### src/rtl/irq2_pkg.sv
package irq2_pkg;

    localparam int NSRC = 5;
    localparam int IDXW = $clog2(NSRC);
    localparam int NPIN = 2;

    localparam logic [IDXW-1:0] SRC_PIN0 = IDXW'(0);
    localparam logic [IDXW-1:0] SRC_TMR0 = IDXW'(1);
    localparam logic [IDXW-1:0] SRC_PIN1 = IDXW'(2);
    localparam logic [IDXW-1:0] SRC_TMR1 = IDXW'(3);
    localparam logic [IDXW-1:0] SRC_SER  = IDXW'(4);

    typedef enum logic [1:0] {
        RA_ENABLE = 2'd0,
        RA_LEVEL  = 2'd1,
        RA_PINCTL = 2'd2,
        RA_TMRFLG = 2'd3
    } regsel_e;

    typedef struct packed {
        logic            valid;
        logic            hi;
        logic [IDXW-1:0] idx;
    } grant_t;

    function automatic logic [IDXW-1:0] lowest_set(input logic [NSRC-1:0] v);
        logic [IDXW-1:0] r;
        r = '0;
        for (int i = NSRC - 1; i >= 0; i--) begin
            if (v[i]) r = IDXW'(i);
        end
        return r;
    endfunction

    function automatic logic [NSRC-1:0] idx_onehot(input logic [IDXW-1:0] i);
        return NSRC'(1) << i;
    endfunction

endpackage

### src/rtl/irq2_regs.sv
module irq2_regs
    import irq2_pkg::*;
#(
    parameter int DW = 8
) (
    input  logic            clk,
    input  logic            rst,
    input  logic            we,
    input  logic [1:0]      addr,
    input  logic [DW-1:0]   wdata,
    output logic [DW-1:0]   rdata,
    input  logic [NPIN-1:0] ext_n,
    input  logic [NPIN-1:0] tmr_ovf,
    input  logic            ser_req,
    input  logic [NSRC-1:0] clr,
    output logic [NSRC-1:0] req,
    output logic [NSRC-1:0] pri,
    output logic            glb
);

    regsel_e         sel;
    logic            glb_q;
    logic [NSRC-1:0] en_q;
    logic [NSRC-1:0] pri_q;
    logic [NPIN-1:0] mode_q;
    logic [NPIN-1:0] pflag;
    logic [NPIN-1:0] tflag;
    logic [NSRC-1:0] pend;

    assign sel = regsel_e'(addr);

    always_ff @(posedge clk) begin
        if (rst) begin
            glb_q  <= 1'b0;
            en_q   <= '0;
            pri_q  <= '0;
            mode_q <= '0;
        end else if (we) begin
            case (sel)
                RA_ENABLE: begin
                    glb_q <= wdata[DW-1];
                    en_q  <= wdata[NSRC-1:0];
                end
                RA_LEVEL:  pri_q  <= wdata[NSRC-1:0];
                RA_PINCTL: mode_q <= wdata[NPIN-1:0];
                default: ;
            endcase
        end
    end

    generate
        for (genvar g = 0; g < NPIN; g++) begin : g_src
            logic prev_q;
            logic flag_q;
            logic tf_q;
            logic fall;

            assign fall = prev_q & ~ext_n[g];

            always_ff @(posedge clk) begin
                if (rst) begin
                    prev_q <= 1'b1;
                    flag_q <= 1'b0;
                end else begin
                    prev_q <= ext_n[g];
                    if (fall && mode_q[g])
                        flag_q <= 1'b1;
                    else if (clr[2*g])
                        flag_q <= 1'b0;
                    else if (we && sel == RA_PINCTL)
                        flag_q <= wdata[NPIN+NPIN-1-g];
                end
            end

            always_ff @(posedge clk) begin
                if (rst)
                    tf_q <= 1'b0;
                else if (tmr_ovf[g])
                    tf_q <= 1'b1;
                else if (clr[2*g+1])
                    tf_q <= 1'b0;
                else if (we && sel == RA_TMRFLG)
                    tf_q <= wdata[g];
            end

            assign pflag[g]    = flag_q;
            assign tflag[g]    = tf_q;
            assign pend[2*g]   = mode_q[g] ? flag_q : ~ext_n[g];
            assign pend[2*g+1] = tf_q;


            pin_ack_clear_chk: assert property (@(posedge clk) disable iff (rst)
                clr[2*g] && !(fall && mode_q[g]) |=> !flag_q);


            level_no_latch_chk: assert property (@(posedge clk) disable iff (rst)
                !mode_q[g] && !flag_q && !(we && sel == RA_PINCTL) |=> !flag_q);


            tmr_set_chk: assert property (@(posedge clk) disable iff (rst)
                tmr_ovf[g] |=> tf_q);
        end
    endgenerate

    assign pend[SRC_SER] = ser_req;

    always_comb begin
        rdata = '0;
        case (sel)
            RA_ENABLE: begin
                rdata[DW-1]     = glb_q;
                rdata[NSRC-1:0] = en_q;
            end
            RA_LEVEL:  rdata[NSRC-1:0] = pri_q;
            RA_PINCTL: begin
                rdata[NPIN-1:0]      = mode_q;
                rdata[NPIN+1:NPIN]   = {pflag[0], pflag[1]};
            end
            RA_TMRFLG: rdata[NPIN-1:0] = tflag;
            default: ;
        endcase
    end

    assign req = pend & en_q & {NSRC{glb_q}};
    assign pri = pri_q;
    assign glb = glb_q;

endmodule

### src/rtl/irq2_arbiter.sv
module irq2_arbiter
    import irq2_pkg::*;
(
    input  logic [NSRC-1:0] req,
    input  logic [NSRC-1:0] pri,
    input  logic            act_hi,
    input  logic            act_lo,
    output grant_t          gnt
);

    logic [NSRC-1:0] hi_c;
    logic [NSRC-1:0] lo_c;

    assign hi_c = req & pri;
    assign lo_c = req & ~pri;

    always_comb begin
        gnt = '0;
        if (act_hi) begin
            gnt = '0;
        end else if (|hi_c) begin
            gnt.valid = 1'b1;
            gnt.hi    = 1'b1;
            gnt.idx   = lowest_set(hi_c);
        end else if (!act_lo && (|lo_c)) begin
            gnt.valid = 1'b1;
            gnt.hi    = 1'b0;
            gnt.idx   = lowest_set(lo_c);
        end
    end

endmodule

### src/rtl/irq2_levels.sv
module irq2_levels (
    input  logic clk,
    input  logic rst,
    input  logic take,
    input  logic take_hi,
    input  logic reti,
    output logic act_hi,
    output logic act_lo
);

    logic hi_q, lo_q;
    logic hi_d, lo_d;

    always_comb begin
        hi_d = hi_q;
        lo_d = lo_q;
        if (reti) begin
            if (hi_q) hi_d = 1'b0;
            else      lo_d = 1'b0;
        end
        if (take) begin
            if (take_hi) hi_d = 1'b1;
            else         lo_d = 1'b1;
        end
    end

    always_ff @(posedge clk) begin
        if (rst) begin
            hi_q <= 1'b0;
            lo_q <= 1'b0;
        end else begin
            hi_q <= hi_d;
            lo_q <= lo_d;
        end
    end

    assign act_hi = hi_q;
    assign act_lo = lo_q;


    reti_pops_hi_chk: assert property (@(posedge clk) disable iff (rst)
        reti && hi_q && !take |=> !hi_q && $stable(lo_q));


    take_hi_chk: assert property (@(posedge clk) disable iff (rst)
        take && take_hi |=> hi_q);

endmodule

### src/rtl/irq2_ctrl.sv
module irq2_ctrl
    import irq2_pkg::*;
#(
    parameter int          DW       = 8,
    parameter logic [15:0] VEC_BASE = 16'h0003,
    parameter logic [15:0] VEC_STEP = 16'h0008
) (
    input  logic          clk,
    input  logic          rst,
    input  logic          reg_we,
    input  logic [1:0]    reg_addr,
    input  logic [DW-1:0] reg_wdata,
    output logic [DW-1:0] reg_rdata,
    input  logic [1:0]    ext_n,
    input  logic [1:0]    tmr_ovf,
    input  logic          ser_req,
    input  logic          irq_ack,
    input  logic          irq_reti,
    output logic          irq_req,
    output logic [15:0]   irq_vec
);

    logic [NSRC-1:0] req;
    logic [NSRC-1:0] pri;
    logic [NSRC-1:0] clr;
    logic            glb;
    logic            lv_hi, lv_lo;
    logic            take;
    grant_t          gnt;

    irq2_regs #(.DW(DW)) u_regs (
        .clk     (clk),
        .rst     (rst),
        .we      (reg_we),
        .addr    (reg_addr),
        .wdata   (reg_wdata),
        .rdata   (reg_rdata),
        .ext_n   (ext_n),
        .tmr_ovf (tmr_ovf),
        .ser_req (ser_req),
        .clr     (clr),
        .req     (req),
        .pri     (pri),
        .glb     (glb)
    );

    irq2_arbiter u_arb (
        .req    (req),
        .pri    (pri),
        .act_hi (lv_hi),
        .act_lo (lv_lo),
        .gnt    (gnt)
    );

    assign take = irq_ack & gnt.valid;
    assign clr  = take ? idx_onehot(gnt.idx) : '0;

    irq2_levels u_lv (
        .clk     (clk),
        .rst     (rst),
        .take    (take),
        .take_hi (gnt.hi),
        .reti    (irq_reti),
        .act_hi  (lv_hi),
        .act_lo  (lv_lo)
    );

    assign irq_req = gnt.valid;
    assign irq_vec = gnt.valid ? VEC_BASE + VEC_STEP * 16'(gnt.idx) : 16'h0000;


    hi_busy_quiet_chk: assert property (@(posedge clk) disable iff (rst)
        lv_hi |-> !irq_req);


    lo_busy_hi_only_chk: assert property (@(posedge clk) disable iff (rst)
        lv_lo && irq_req |-> gnt.hi);


    glb_off_chk: assert property (@(posedge clk) disable iff (rst)
        !glb |-> !irq_req);


    clr_onehot_chk: assert property (@(posedge clk) disable iff (rst)
        $onehot0(clr));


    ser_not_cleared_chk: assert property (@(posedge clk) disable iff (rst)
        take && gnt.idx == SRC_SER |-> !clr[0] && !clr[1] && !clr[2] && !clr[3]);

endmodule

### config.mk
export PLATFORM = sky130hd
export DESIGN_NAME = irq2_ctrl
export DESIGN_NICKNAME = d
export VERILOG_FILES = /design/src/rtl/irq2_pkg.sv /design/src/rtl/irq2_regs.sv /design/src/rtl/irq2_arbiter.sv /design/src/rtl/irq2_levels.sv /design/src/rtl/irq2_ctrl.sv
export SDC_FILE = /design/constraint.sdc
export NUM_CORES = 1
export LEC_CHECK = 0
export BUFFER_PORTS_ARGS = -buffer_cell sky130_fd_sc_hd__buf_2
export CAP_MARGIN = 0
export CORE_ASPECT_RATIO = 0.7
export CORE_MARGIN = 5
export CORE_UTILIZATION = 39
export DETAILED_ROUTE_END_ITERATION = 12
export PLACE_DENSITY = 0.64
export SLEW_MARGIN = 0
export SYNTH_ARGS = -nofsm -noshare
export SYNTH_HDL_FRONTEND = slang
export SYNTH_SLANG_ARGS = --single-unit
export TNS_END_PERCENT = 5
### constraint.sdc
create_clock -name clk -period 1.84 [get_ports clk]
set_clock_uncertainty 0.05 [all_clocks]
set_input_delay 0.092 -clock clk [delete_from_list [all_inputs] [get_ports clk]]
set_output_delay 0.092 -clock clk [all_outputs]
set_load 0.01 [all_outputs]
Word-level counts from Yosys, hierarchy flattened
Index checks and enable logic that the tools add are counted.
{"block": "totals", "ff_bits": 21, "inputBits": 20, "out_inout_bits": 25, "wordCells": 83}
{"block": "op_classes", "add_sub_neg": 1, "eq_ne": 3, "shift": 1, "muxes": 40, "bitwise": 10, "n_reduce_logical": 16}
{"op": "$mux 3", "n": 10}
{"op": "$mux 1", "n": 22}
{"op": "$and 5x5->5", "n": 4}
{"op": "$mux 5", "n": 3}
{"op": "$reduce_bool 3->1", "n": 4}
{"op": "$reduce_or 5->1", "n": 2}
{"op": "$pmux 2 s4", "n": 1}
{"op": "$add 2x6->7 const A", "n": 1}
{"op": "$mux 7", "n": 1}
{"op": "$pmux 2 s3", "n": 1}
{"op": "$reduce_and 2->1", "n": 3}
{"op": "$logic_and 1x1->1", "n": 5}
{"op": "$not 5->5", "n": 1}
{"op": "$eq 2x2->1 const B", "n": 2}
{"op": "$mux 4", "n": 1}
{"op": "$shl 1x3->4 const A", "n": 1}
{"op": "$and 1x1->1", "n": 3}
{"op": "$eq 2x1->1 const B", "n": 1}
{"op": "$logic_not 2->1", "n": 1}
{"op": "$not 1->1", "n": 2}
{"op": "$pmux 1 s2", "n": 1}
{"op": "$logic_not 1->1", "n": 1}

Depth between registers and ports, before layout
{"block": "logic_depth", "word_depth": 17, "depth_mapped": 8, "ltp_nobuf": 7}

Hierarchy
From an unflattened synthesis, not the netlist that was laid out.
{"block": "unflattened", "hier_cells": 159, "hier_area_um2": 1367.6}
{"mod": "irq2_regs", "instances": 1, "cells_per_inst": 95, "area_each_um2": 913.4}
{"mod": "irq2_arbiter", "instances": 1, "cells_per_inst": 27, "area_each_um2": 196.4}
{"mod": "irq2_ctrl", "instances": 1, "cells_per_inst": 28, "area_each_um2": 177.7}
{"mod": "irq2_levels", "instances": 1, "cells_per_inst": 9, "area_each_um2": 80.1}

Worst setup path after synthesis
No wires, ideal clock.
{"block": "synth_timing", "path_type": "reg-to-reg", "startpoint": "register u_regs.mode_q[0]", "endpoint": "register u_regs.g_src[1].tf_q", "setup_time_ps": 115, "arrival_ps": 1620, "required_ps": 1675, "path_slack_ps": 55, "stages_incl_launch_ff": 8, "path_buffers": 0, "cell_sequence": "dfxtp_1 nor2b_4 nor4_4 nor3_2 a21o_1 o31ai_4 a31oi_1 o21ba_1"}
{"block": "synth_between", "elab_chain_len": 13, "elab_cells_between_ends": 19}
{"item": "from (decl)", "line": "irq2_regs.sv:25", "source": "logic [NPIN-1:0] mode_q;"}
{"item": "from (signal assigned)", "line": "irq2_regs.sv:45", "source": "RA_PINCTL: mode_q <= wdata[NPIN-1:0];"}
{"item": "$mux 1 *", "line": "irq2_regs.sv:88", "source": "assign pend[2*g] = mode_q[g] ? flag_q : ~ext_n[g];"}
{"item": "$and 5x5->5 * (2 in a row)", "line": "irq2_regs.sv:124", "source": "assign req = pend & en_q & {NSRC{glb_q}};"}
{"item": "$and 5x5->5", "line": "irq2_arbiter.sv:15", "source": "assign lo_c = req & ~pri;"}
{"item": "$reduce_or 5->1", "line": "irq2_arbiter.sv:25", "source": "end else if (!act_lo && (|lo_c)) begin"}
{"item": "$logic_and 1x1->1", "line": "irq2_arbiter.sv:25"}
{"item": "$mux 5", "line": "irq2_arbiter.sv:25"}
{"item": "$mux 5 *", "line": "irq2_arbiter.sv:21", "source": "end else if (|hi_c) begin"}
{"item": "$mux 5 *", "line": "irq2_arbiter.sv:19", "source": "if (act_hi) begin"}
{"item": "$shl 1x3->4 / $and 1x1->1 (equally long branches)", "line": "irq2_pkg.sv:36, irq2_ctrl.sv:55"}
{"item": "$mux 4 *", "line": "irq2_ctrl.sv:56", "source": "assign clr = take ? idx_onehot(gnt.idx) : '0;"}
{"item": "$mux 1", "line": "irq2_regs.sv:80", "source": "else if (clr[2*g+1])"}
{"item": "$mux 1", "line": "irq2_regs.sv:78", "source": "else if (tmr_ovf[g])"}
{"item": "to (signal assigned)", "line": "irq2_regs.sv:83", "source": "tf_q <= wdata[g];"}
{"item": "to (decl)", "line": "irq2_regs.sv:55", "source": "logic tf_q;"}
Mark *: on every way between the ends. The rest lies on a longest branch, timed or not.
A chain may end at the register's enable or synchronous reset.

Worst setup path after layout
{"block": "layout_timing", "startpoint": "register u_regs.glb_q, in the netlist u_regs.glb", "endpoint": "output irq_vec[3]"}
{"block": "layout_between", "elab_chain_len": 11, "elab_cells_between_ends": 19}
{"item": "from (decl)", "line": "irq2_regs.sv:22", "source": "logic glb_q;"}
{"item": "from (signal assigned)", "line": "irq2_regs.sv:41", "source": "glb_q <= wdata[DW-1];"}
{"item": "$and 5x5->5 *", "line": "irq2_regs.sv:124"}
{"item": "$and 5x5->5", "line": "irq2_arbiter.sv:15"}
{"item": "$mux 3 (4 in a row)", "line": "irq2_pkg.sv:30", "source": "if (v[i]) r = IDXW'(i);"}
{"item": "$mux 5", "line": "irq2_arbiter.sv:25"}
{"item": "$mux 5 *", "line": "irq2_arbiter.sv:21"}
{"item": "$mux 5 *", "line": "irq2_arbiter.sv:19"}
{"item": "$add 2x6->7", "line": "irq2_ctrl.sv:69", "source": "assign irq_vec = gnt.valid ? VEC_BASE + VEC_STEP * 16'(gnt.idx) : 16'h0000;"}
{"item": "$mux 7 *", "line": "irq2_ctrl.sv:69"}
{"item": "to (decl)", "line": "irq2_ctrl.sv:20", "source": "output logic [15:0] irq_vec"}
Marks and branches as above.

==> summary.txt <==
CTS
  – Clock Pin Slew Worst Setup and Hold Paths: roughly 0.08 ns
  – Clock insertion delay at the later pin of the skew report: approximately 0.27 ns
  – Clock H-tree levels: 1
  – Deepest clock path buffer count: 2
  – CTS tree: built
  – Total CTS buffers: 3
  – Clock root buffer: clkbuf_8
  – CTS sink count: 21

Critical path
  – CP arrival: 1.83 ns
  – Crit Path Class: reg -> out
  – CP most frequent cell: buf_6
  – Worst r2r src: u_regs.glb
  – Worst EP required: around 1.7 ns
  – Reg2reg end: u_regs.g_src[1].tf_q
  – Setup slack, reg-to-reg: -0.09 ns
  – CP peak stage delay: between 0.3 and 0.4 ns
  – Critical-path cell list: buf_6 > nand4_1 > nor2b_4 > buf_6 > a21o_1 > o31ai_4 > buf_2
  – Startpoint Class: flip-flop
  – CP Launch Point: u_regs.glb
  – Slowest library cell on the worst path: dfxtp_4
  – CP Capture Type: output port
  – Reg2reg path depth: 9
  – Critical Path Fanout Max: 5

Job
  – Max-capacitance violation count: 0

Detailed routing
  – DRC violations left: 0
  – DRT Pass-1 Iters: 4
  – Via Count: about 1300
  – Post-DR wirelength/cell: roughly 15 um
  – Vias per cell: roughly 5
  – Final ANT Viol Nets: 0
  – DRT iter0 DRCs: 94
  – Post-Route WL: just under 4000 um

Yosys
  – Top cells by area, synth: dfxtp_1 (31%), mux2i_1 (12%), buf_4 (8.8%), nor2_1 (4.7%), nand3_1 (3.3%)
  – Sequential element share of the synthesized area: between 30 and 40%
  – Yosys top cell area share: approximately 31%
  – Post-Syn Area: 1370 sq um
  – Cell accounting for the most synthesized area: dfxtp_1
  – Dominant synthesized flop cell: dfxtp_1
  – Register bit count reported by yosys: 21
  – Syn Area/Cell: between 8 and 9 sq um
  – Yosys cell types: ~40
  – Post-Syn Instances: 160
  – Post-synth EDFFs: 0
  – Post-synth ARST share: 0%
  – YS warnings: 0

Place
  – Routability cong.: 0.818
  – # port buffers: 29
  – DPL Wire Length: 2840 um
  – Post-DP Area: between 1500 and 2000 sq um

Power and ir drop
  – Final total power: between 900 and 1000 uW
  – Power per cell area: between 500 and 600 nW/um^2
  – Static Leak: ~0.0009 uW
  – Peak supply drop: 0.263 mV

Outcome
  – Failing checks: setup timing
  – Outcome: complete, but fails checks

GRT
  – Total gr overflow: 0
  – Global-route wire length before repair: ~6300 um
  – Met2 usage in global routing: 26.7%
  – Met1 Use GR: 23.4%
  – M3 GR Usage: 4.71%
  – Vias in the first global route: about 1300
  – All-Layer GR Usage: between 15 and 20%
  – Busiest grt layer: met2
  – Largest net degree at the start of global routing: 22
  – Initial antenna violation count: 0

Floorplan
  – Die area: just under 5000 sq um
  – Initial Util: between 30% and 40%
  – Ports: 45
  – Die Width: around 80 um
  – Row cnt: 18
  – Die H: 59.6 um
  – Core Region: around 3400 sq um

STA
  – Period utilization: 107%
  – Setup WS post-layout: -0.131 ns
  – # setup viols final: 8
  – Unrepaired setup endpoints after global routing: true
  – Crit path time final: 1.97 ns
  – Hold_ws: between 0.015 and 0.02 ns
  – Hold Vio Cnt, Final: 0
  – Max-slew violations: 0
  – Fmax achieved: slightly above 500 MHz

Final layout
  – Area grow syn2layout: 39.5%
  – Register Area: between 400 and 500 sq um
  – Layout cells sized above 1: between 40% and 50%
  – Final Cell Area: about 1900 sq um
  – Utilization after layout: a little under three fifths
  – Ant. Diodes: 0
  – Nets: about 240
  – Fillers: ~340
  – Area taken by multi-input logic gates: about 960 sq um

Worst hold path
  – Hold path endpoint: u_regs.pri[4]
  – Hold path depth: 3
  – Worst hold start: reg_wdata[4]
  – Hold Crit Class: in -> reg
-- final cells by class --
type | instances | share of cell area (%)
Inverter | 3 | 0.589
Clock buffer | 3 | 2.16
Sequential cell | 21 | 22.6
Clock inverter | 1 | 0.262
Multi-Input combinational cell | 126 | 50.5
Tap cell | 50 | 3.27
Timing Repair Buffer | 60 | 20.6
-- worst max-delay path, delay by kind of cell, from the launching register on --
kind                   cells  cell delay (ns)
and+or+nand+nor            2             0.35
buffers and inverters      3             0.41
DFF                        1             0.39
AOI/OAI and AO/OA          2             0.40
-- synth_stat cells (3+ instances only) --
cell / n
nand2b_1: 3
buf_4: 16
inv_1: 3
mux2i_1: 16
clkbuf_1: 6
nand2_1: 12
o21ai_0: 5
nor2_1: 17
dfxtp_1: 21
nor2b_1: 3
nand3_1: 9
or2_2: 3
nand4_1: 4
a21oi_1: 7
-- what timing repair did --
item	4_1_cts	5_1_grt
hold buffers	2	0
setup endpoints to repair	11	11
pin swaps	14	8
hold endpoints to repair	2	0
gates resized for setup	30	4
setup buffers	4	0
-- flip-flops by register name, summed over array words and instances, names as in the netlist --
register	cells
u_regs.g_src.tf_q	2
u_regs.glb	1
u_regs.en_q	5
u_regs.g_src.flag_q	2
u_regs.mode_q	2
u_regs.g_src.prev_q	2
u_lv.act_lo	1
u_lv.act_hi	1
u_regs.pri	5
-- layer usage --
metal,share of wire (%),wire (um)
met5,0,0
met4,1.6,63
met3,5.6,219
met2,46,1800
met1,47,1850
-- kinds of logic after synthesis --
family          after synthesis  synth area share, %
flops                        21                 30.7
mux                          18                 15.3
buf+inv                      25                 11.2
compound gates               26                 12.9
simple gates                 69                 29.7
other cells                   1                0.274
-- cell usage in the layout (no fill, tap or decap), types with 4 or more instances in the layout --
| master | netlist | final |
|---|---|---|
| nor2_1 | 17 | 15 |
| mux2i_1 | 16 | 16 |
| nand2_1 | 12 | 10 |
| a21oi_1 | 7 | 4 |
| conb_1 | 1 | 13 |
| nand4_1 | 4 | 4 |
| o21ai_0 | 5 | 5 |
| nand3_1 | 9 | 7 |
| buf_4 | 16 | 26 |
| dfxtp_1 | 21 | 16 |
| buf_2 | 0 | 29 |
-- power breakdown --
part           leakage [uW]  switching, uW  internal, uW
combinational      0.000696           88.3          76.9
sequential         0.000174           20.5           470
clock             0.0000255            160           151
total              0.000896            269           699
-- stage by stage --
stage                     std cells  setup slack, ns  setup TNS (ns)
final                           264           -0.131          -0.644
after global routing            264           -0.221           -1.82
after CTS                       264          -0.0703          -0.411
after detailed placement        255          -0.0748          -0.185
after global placement          255          -0.0141         -0.0352
after floorplan                 172           0.0547               0
-- worst max path at each step --
stage and endpoint:
5_1_grt u_regs.g_src[0].flag_q, 4_1_cts irq_vec[1], 2_1_floorplan u_regs.g_src[1].tf_q, 3_5_place_dp u_regs.g_src[0].flag_q, 3_3_place_gp u_regs.g_src[0].tf_q, 6_report irq_vec[3]
No activity file was read; power rests on OpenSTA's default activity.
